[src/rtl/hs_gate_pkg.sv]
package hs_gate_pkg;

  // Operating mode: bit 1 powers the audio path, bit 0 the detection system.
  typedef enum logic [1:0] {
    MODE_OFF          = 2'b00,
    MODE_STANDBY      = 2'b01,
    MODE_ACTIVE_NODET = 2'b10,
    MODE_ACTIVE_DET   = 2'b11
  } chip_mode_e;

  localparam int unsigned MODE_W = 2;

endpackage

[src/rtl/hs_rst_sync.sv]
module hs_rst_sync #(
  parameter int unsigned STAGES = 2
) (
  input  logic clk_i,
  input  logic rst_ni,
  output logic rst_sync_no
);

  logic [STAGES-1:0] sync_q;
  logic [STAGES-1:0] sync_d;

  always_comb begin
    sync_d = {sync_q[STAGES-2:0], 1'b1};
  end

  always_ff @(posedge clk_i or negedge rst_ni) begin
    if (!rst_ni) begin
      sync_q <= '0;
    end else begin
      sync_q <= sync_d;
    end
  end

  assign rst_sync_no = sync_q[STAGES-1];

endmodule

[src/rtl/hs_mode_decode.sv]
module hs_mode_decode
  import hs_gate_pkg::*;
(
  input  logic [MODE_W-1:0] mode_i,
  output logic              audio_on_o,
  output logic              det_on_o
);

  chip_mode_e mode;

  always_comb begin
    mode       = chip_mode_e'(mode_i);
    audio_on_o = 1'b0;
    det_on_o   = 1'b0;
    case (mode)
      MODE_OFF: begin
        audio_on_o = 1'b0;
        det_on_o   = 1'b0;
      end
      MODE_STANDBY: begin
        audio_on_o = 1'b0;
        det_on_o   = 1'b1;
      end
      MODE_ACTIVE_NODET: begin
        audio_on_o = 1'b1;
        det_on_o   = 1'b0;
      end
      MODE_ACTIVE_DET: begin
        audio_on_o = 1'b1;
        det_on_o   = 1'b1;
      end
      default: begin
        audio_on_o = 1'b0;
        det_on_o   = 1'b0;
      end
    endcase
  end

endmodule

[src/rtl/hs_gate_logic.sv]
module hs_gate_logic #(
  parameter int unsigned NUM_CH = 2
) (
  input  logic              audio_on_i,
  input  logic              det_on_i,
  input  logic              cap_less_i,
  input  logic              hs_present_i,
  input  logic [NUM_CH-1:0] req_hp_en_i,
  input  logic [NUM_CH-1:0] req_hp_mute_i,
  input  logic              req_bias_en_i,
  output logic [NUM_CH-1:0] hp_en_d_o,
  output logic [NUM_CH-1:0] hp_mute_d_o,
  output logic              bias_en_d_o
);

  logic gate_auto;
  logic gate_mute;
  logic gate_off;

  // Automatic gating: active audio, detection running, jack empty.
  always_comb begin
    gate_auto = audio_on_i & det_on_i & ~hs_present_i;
    gate_mute = gate_auto & ~cap_less_i;
    gate_off  = gate_auto &  cap_less_i;
  end

  for (genvar ch = 0; ch < NUM_CH; ch++) begin : g_chan
    always_comb begin
      hp_en_d_o[ch]   = audio_on_i & req_hp_en_i[ch] & ~gate_off;
      hp_mute_d_o[ch] = ~audio_on_i | req_hp_mute_i[ch] | gate_mute;
    end
  end

  always_comb begin
    bias_en_d_o = audio_on_i & req_bias_en_i & ~gate_auto;
  end

endmodule

[src/rtl/hs_out_reg.sv]
module hs_out_reg #(
  parameter int unsigned NUM_CH = 2
) (
  input  logic              clk_i,
  input  logic              rst_ni,
  input  logic              upd_en_i,
  input  logic              audio_on_i,
  input  logic              det_on_i,
  input  logic [NUM_CH-1:0] hp_en_d_i,
  input  logic [NUM_CH-1:0] hp_mute_d_i,
  input  logic              bias_en_d_i,
  output logic              audio_en_o,
  output logic              detect_en_o,
  output logic [NUM_CH-1:0] hp_en_o,
  output logic [NUM_CH-1:0] hp_mute_o,
  output logic              bias_en_o
);

  always_ff @(posedge clk_i or negedge rst_ni) begin
    if (!rst_ni) begin
      audio_en_o  <= 1'b0;
      detect_en_o <= 1'b0;
      bias_en_o   <= 1'b0;
    end else if (upd_en_i) begin
      audio_en_o  <= audio_on_i;
      detect_en_o <= det_on_i;
      bias_en_o   <= bias_en_d_i;
    end
  end

  for (genvar ch = 0; ch < NUM_CH; ch++) begin : g_chan_q
    always_ff @(posedge clk_i or negedge rst_ni) begin
      if (!rst_ni) begin
        hp_en_o[ch]   <= 1'b0;
        hp_mute_o[ch] <= 1'b1;
      end else if (upd_en_i) begin
        hp_en_o[ch]   <= hp_en_d_i[ch];
        hp_mute_o[ch] <= hp_mute_d_i[ch];
      end
    end
  end

endmodule

[src/rtl/hs_gate_ctrl.sv]
module hs_gate_ctrl
  import hs_gate_pkg::*;
#(
  parameter int unsigned NUM_CH      = 2,
  parameter int unsigned SYNC_STAGES = 2
) (
  input  logic              clk_i,
  input  logic              rst_ni,
  input  logic [1:0]        chip_mode_i,
  input  logic              cap_less_i,
  input  logic              hs_present_i,
  input  logic [NUM_CH-1:0] req_hp_en_i,
  input  logic [NUM_CH-1:0] req_hp_mute_i,
  input  logic              req_bias_en_i,
  output logic              audio_en_o,
  output logic              detect_en_o,
  output logic [NUM_CH-1:0] hp_en_o,
  output logic [NUM_CH-1:0] hp_mute_o,
  output logic              bias_en_o
);

  logic              rst_sync_n;
  logic              audio_on;
  logic              det_on;
  logic [NUM_CH-1:0] hp_en_d;
  logic [NUM_CH-1:0] hp_mute_d;
  logic              bias_en_d;
  logic              upd_en;

  // Outputs follow the inputs on every edge once out of reset.
  assign upd_en = 1'b1;

  hs_rst_sync #(
    .STAGES (SYNC_STAGES)
  ) u_rst_sync (
    .clk_i       (clk_i),
    .rst_ni      (rst_ni),
    .rst_sync_no (rst_sync_n)
  );

  hs_mode_decode u_decode (
    .mode_i     (chip_mode_i),
    .audio_on_o (audio_on),
    .det_on_o   (det_on)
  );

  hs_gate_logic #(
    .NUM_CH (NUM_CH)
  ) u_gate (
    .audio_on_i    (audio_on),
    .det_on_i      (det_on),
    .cap_less_i    (cap_less_i),
    .hs_present_i  (hs_present_i),
    .req_hp_en_i   (req_hp_en_i),
    .req_hp_mute_i (req_hp_mute_i),
    .req_bias_en_i (req_bias_en_i),
    .hp_en_d_o     (hp_en_d),
    .hp_mute_d_o   (hp_mute_d),
    .bias_en_d_o   (bias_en_d)
  );

  hs_out_reg #(
    .NUM_CH (NUM_CH)
  ) u_oreg (
    .clk_i       (clk_i),
    .rst_ni      (rst_sync_n),
    .upd_en_i    (upd_en),
    .audio_on_i  (audio_on),
    .det_on_i    (det_on),
    .hp_en_d_i   (hp_en_d),
    .hp_mute_d_i (hp_mute_d),
    .bias_en_d_i (bias_en_d),
    .audio_en_o  (audio_en_o),
    .detect_en_o (detect_en_o),
    .hp_en_o     (hp_en_o),
    .hp_mute_o   (hp_mute_o),
    .bias_en_o   (bias_en_o)
  );

endmodule

[config.mk]
export PLATFORM = sky130hd
export DESIGN_NAME = hs_gate_ctrl
export DESIGN_NICKNAME = d
export VERILOG_FILES = /design/src/rtl/hs_gate_pkg.sv /design/src/rtl/hs_rst_sync.sv /design/src/rtl/hs_mode_decode.sv /design/src/rtl/hs_gate_logic.sv /design/src/rtl/hs_out_reg.sv /design/src/rtl/hs_gate_ctrl.sv
export SDC_FILE = /design/constraint.sdc
export NUM_CORES = 1
export LEC_CHECK = 0
export ABC_CLOCK_PERIOD_IN_PS = 800
export BUFFER_PORTS_ARGS = -buffer_cell sky130_fd_sc_hd__buf_4
export CAP_MARGIN = 30
export CORE_AREA = 2 2 39 41
export DETAILED_ROUTE_END_ITERATION = 8
export DIE_AREA = 0 0 41 43
export PLACE_DENSITY = 0.45
export RECOVER_POWER = 100
export SETUP_SLACK_MARGIN = 0.5
export SLEW_MARGIN = 5
export SYNTH_ARGS = -nofsm -noshare
export SYNTH_HDL_FRONTEND = slang
export SYNTH_SLANG_ARGS = --single-unit
export TNS_END_PERCENT = 20
[constraint.sdc]
create_clock -name clk_i -period 0.8 [get_ports clk_i]
set_input_delay 0.04 -clock clk_i [delete_from_list [all_inputs] [get_ports clk_i]]
set_output_delay 0.04 -clock clk_i [all_outputs]
set_load 0.02 [all_outputs]
; ---- Word-level counts from Yosys, hierarchy flattened
; Index checks and enable logic that the tools add are counted.
[word_totals]
register_bits = 9
input_bits = 11
out_inout_bits = 7
wordCells = 37
[classes]
n_eq_ne = 3
n_mux = 2
bitwise_logic = 19
reduce_logical = 5
[ops]
columns = op, n
row1 = AND 1 bit, 10
row2 = OR reduction 2 bit, 4
row3 = NOT 1 bit, 5
row4 = "== test 2 bit, second input constant", 2
row5 = bitwise OR 1 bit, 4
row6 = case mux 1 bit (2 select lines), 2
row7 = "== test 2 x 1 -> 1 bit, second input constant", 1
row8 = zero test 2 bit, 1

; ---- Logic depth before layout (Yosys ltp)
[logic_depth]
depth_word = 8
ltp_mapped = 2
depth_no_buf = 2

; ---- Cells and area by module
; A second synthesis with hierarchy kept.
[unflattened]
hier_cells = 30
area_unflattened_um2 = 415.4
[modules_own_cells]
columns = mod, n_inst, cells_each, area_each_um2, seq_area_each_um2
row1 = hs_out_reg, 1, 15, 294.0, 177.7
row2 = hs_gate_logic, 1, 9, 56.3, 0.0
row3 = hs_rst_sync, 1, 3, 53.8, 50.0
row4 = hs_mode_decode, 1, 2, 7.5, 0.0
row5 = hs_gate_ctrl, 1, 1, 3.8, 0.0

; ---- Worst setup path before layout
; No wires, ideal clock.
[synth_path]
path_kind = reg2out
startpoint = reg u_oreg.hp_mute_o[0]
endpoint = out hp_mute_o[0]
arrival_time_ps = 554
required_ps = 760
slack_ps = 206
stages_incl_launch_ff = 1
path_buffers = 0
path_cell_list = dfstp_2
[synth_rtl]
columns = element, line_no
row1 = start: declaration, hs_out_reg.sv:15  ; output logic [NUM_CH-1:0] hp_mute_o,
row2 = start signal: indexed assignment, hs_out_reg.sv:38  ; hp_mute_o[ch] <= hp_mute_d_i[ch];
row3 = end: declaration, hs_gate_ctrl.sv:18  ; output logic [NUM_CH-1:0] hp_mute_o,
; No word-level cell between the ends.

; ---- Final worst setup path
[layout_path]
startpoint = reg u_oreg.hp_mute_o[0]
endpoint = out hp_mute_o[0]
; No word-level cell between the ends.

==> flow_summary.ini <==
[run_status]
outcome = complete, but fails checks
violations = negative hold slack, negative setup slack

[run]
maxCapViolCount = 0

[worst_setup_path]
path_delay_family = flip-flops
r2r.worst_path.cells = 0
r2r-start = u_rst_sync.sync_q[0]
path_class = flop to output port
rrSetupSlack_ns = 0.32
r2r_end = u_rst_sync.sync_q[1]
startpoint = u_oreg.hp_mute_o[0]
worst_setup_path_end_kind = output port
crit_slowest_cell = dfstp_2
start_kind = flop
path_cells = buf_6
worstPathMaxFanout = 1
crit_buf_inv = 1
crit_required_ns = 0.76
cpPeakStageDelay_ns = 0.53
arrival_ns = 0.89

[pwr]
p_int_mw = 0.751
total_power_mw = 0.966
ir_drop_uv = 687
netSwitchingFraction_pct = 22.3
power.share.sequential_pct = 51.6
powerDensity_mw_per_mm2 = 1950
clockPowerShare_pct = 35.3
leakage_nw = 0.239
p_sw_mw = 0.215
p_comb_share_pct = 13.1

[placement]
dpl.hpwl_um = 450
port_buffers = 17
globalplace.congestion = 0.622
post-place-ws_ns = 0.0885

[worst_hold_path]
holdPathStages = 1
hp-start = chip_mode_i[0]
whs_endpoint = u_oreg.detect_en_o
hold_class = input pin to flop

[grt]
grtUsageTotal_pct = 9.47
grt_pass1_vias = 227
grt_start_max_net_pins = 8
grt_antenna_before_repair = 0
grt-ovfl-total = 0
grt_pass1_wl_um = 993

[timing]
skew_ns = 0.00291
rsz0062_at_grt = true
finalSetupViolCount = 2
fin_setup_tns_ns = -0.254
hold_violations = 4
timing.final.max_slew_violations = 0
layout_min_cycle_time_ns = 0.930
timing.final.ws_setup_ns = -0.130
fmax_mhz = 1080
post-route-period-util_pct = 116
whs_ns = -0.0464

[routing]
routed_wl_um = 552
wire_per_inst_um = 9.68
drc = 0
drt_first_pass_iters = 2
vias_per_cell = 3.79
drt_iter0_drc = 1
drtAntennaViolNets = 0
vias = 216

[die]
die_w_um = 41
pin_count = 18
initial_core_util_pct = 21.3
core.rowCount = 14
coreArea_sq_mm = 0.00138
die_area_sq_mm = 0.00176
fp.dieH_um = 43

[clock_tree]
clock_sinks = 9
cts_root_buffer = clkbuf_4
path_clk_slew_ns = 0.06
cts_hold_buf = 1
insertion_delay_ns = 0.26
htree_levels = 1
cts_buffer_depth = 2
numCtsBuffers = 3
post_cts.repair.setup_buffers = 0
tritoncts = yes

[final_layout]
fin_nets = 53
syn2layout_area_growth_pct = 67.4
diodes = 0
drive_above_1_share_pct = 46.3

[yosys]
ys_seq_area_share_pct = 77.1
yosys_warnings = 0
synth_top_area_share_pct = 59.3
yosysMostFrequentCell = dfrtp_1
syn-num-nets = 32
async_reset_ff_share_pct = 100
synth_cell_types = 10
ys.flop_type = dfrtp_1
synthTopCellsByArea = dfrtp_1 59%, dfstp_2 18%, nand3b_1 7.6%, and3_1 4.2%, or3b_1 3.0%
synth_seq_cells = 9
syn_inst = 21
synth_area_sq_um = 295
synth_edf_count = 0
synth_top_cells_by_count = 7 x dfrtp_1, 3 x nand3b_1, 2 x and3_1, 2 x clkbuf_1, 2 x dfstp_2
syn_avg_cell_area_sq_um = 14.1
synth_top_area_cell = dfrtp_1
## worst max path at each step
| stage | endpoint | depth (start not counted) | slack, ns |
|---|---|---|---|
| after floorplan | hp_mute_o[0] | 0 | 0.21 |
| after global placement | u_oreg.hp_mute_o[1] | 3 | 0.11 |
| after detailed placement | u_oreg.hp_mute_o[1] | 3 | 0.09 |
| after CTS | hp_mute_o[0] | 1 | -0.15 |
| after global routing | hp_mute_o[0] | 1 | -0.17 |
| final | hp_mute_o[0] | 1 | -0.13 |
## power groups by stage
stage	registers [mW]	logic (mW)	clock network (mW)
after floorplan	0.527	0.0184	0
after global placement	0.502	0.115	0
after detailed placement	0.504	0.116	0
after CTS	0.500	0.134	0.355
after global routing	0.502	0.138	0.390
final	0.499	0.127	0.341
## routing by layer
metal,up-vias,share of wire (%),GRT usage [%]
li1,104,-,-
met1,102,39,9.43
met2,10,53,11.9
met3,0,7.8,4.71
met4,0,0,12.0
met5,-,0,0
## logic make-up after synthesis
logic type	after synthesis	synth area share (%)
AOI/OAI and AO/OA	1	1.69
buffers and inverters	3	3.81
DFF	9	77.1
other	1	1.27
and+or+nand+nor	7	16.1
## cell type report
| type | instances | area (sq um) |
|---|---|---|
| Multi-Input combinational cell | 9 | 56.3 |
| Fill cell | 145 | 890 |
| Timing Repair Buffer | 18 | 160 |
| Clock buffer | 4 | 26.3 |
| Tap cell | 16 | 20.0 |
| Sequential cell | 9 | 228 |
| Inverter | 1 | 3.75 |
## through the flow
step	hold slack, ns	utilization (%)	std cells	cell area [sq um]
floorplan	-0.256	-	21	295
global placement	-0.178	31.5	52	435
detailed placement	-0.175	31.5	52	435
CTS	-0.0935	36.3	57	503
global route	-0.0378	35.7	57	494
finish	-0.0464	35.7	57	494
## sequential cells by signal, summed over array words and instances (netlist names)
signal and flops:
u_oreg.detect_en_o 1, u_oreg.hp_mute_o 2, u_oreg.audio_en_o 1, u_oreg.hp_en_o 2
u_oreg.bias_en_o 1, u_rst_sync.sync_q 2
## cells in the final DEF (no fill, tap or decap), drive strengths merged
master,n
buf,14
dfrtp,7
clkbuf,7
nand3b,3
and3,2
dfstp,2
or3b,1
inv,1
nand2,1
a21oi,1
dlygate4sd3,1
conb,1
## repair_timing
item | CTS | global route
resized for setup | 9 | 3
endpoints found under the setup margin | 19 | 14
hold endpoints to repair | 7 | 5
pin swaps | 5 | 5
(Power assumes the default switching activity.)
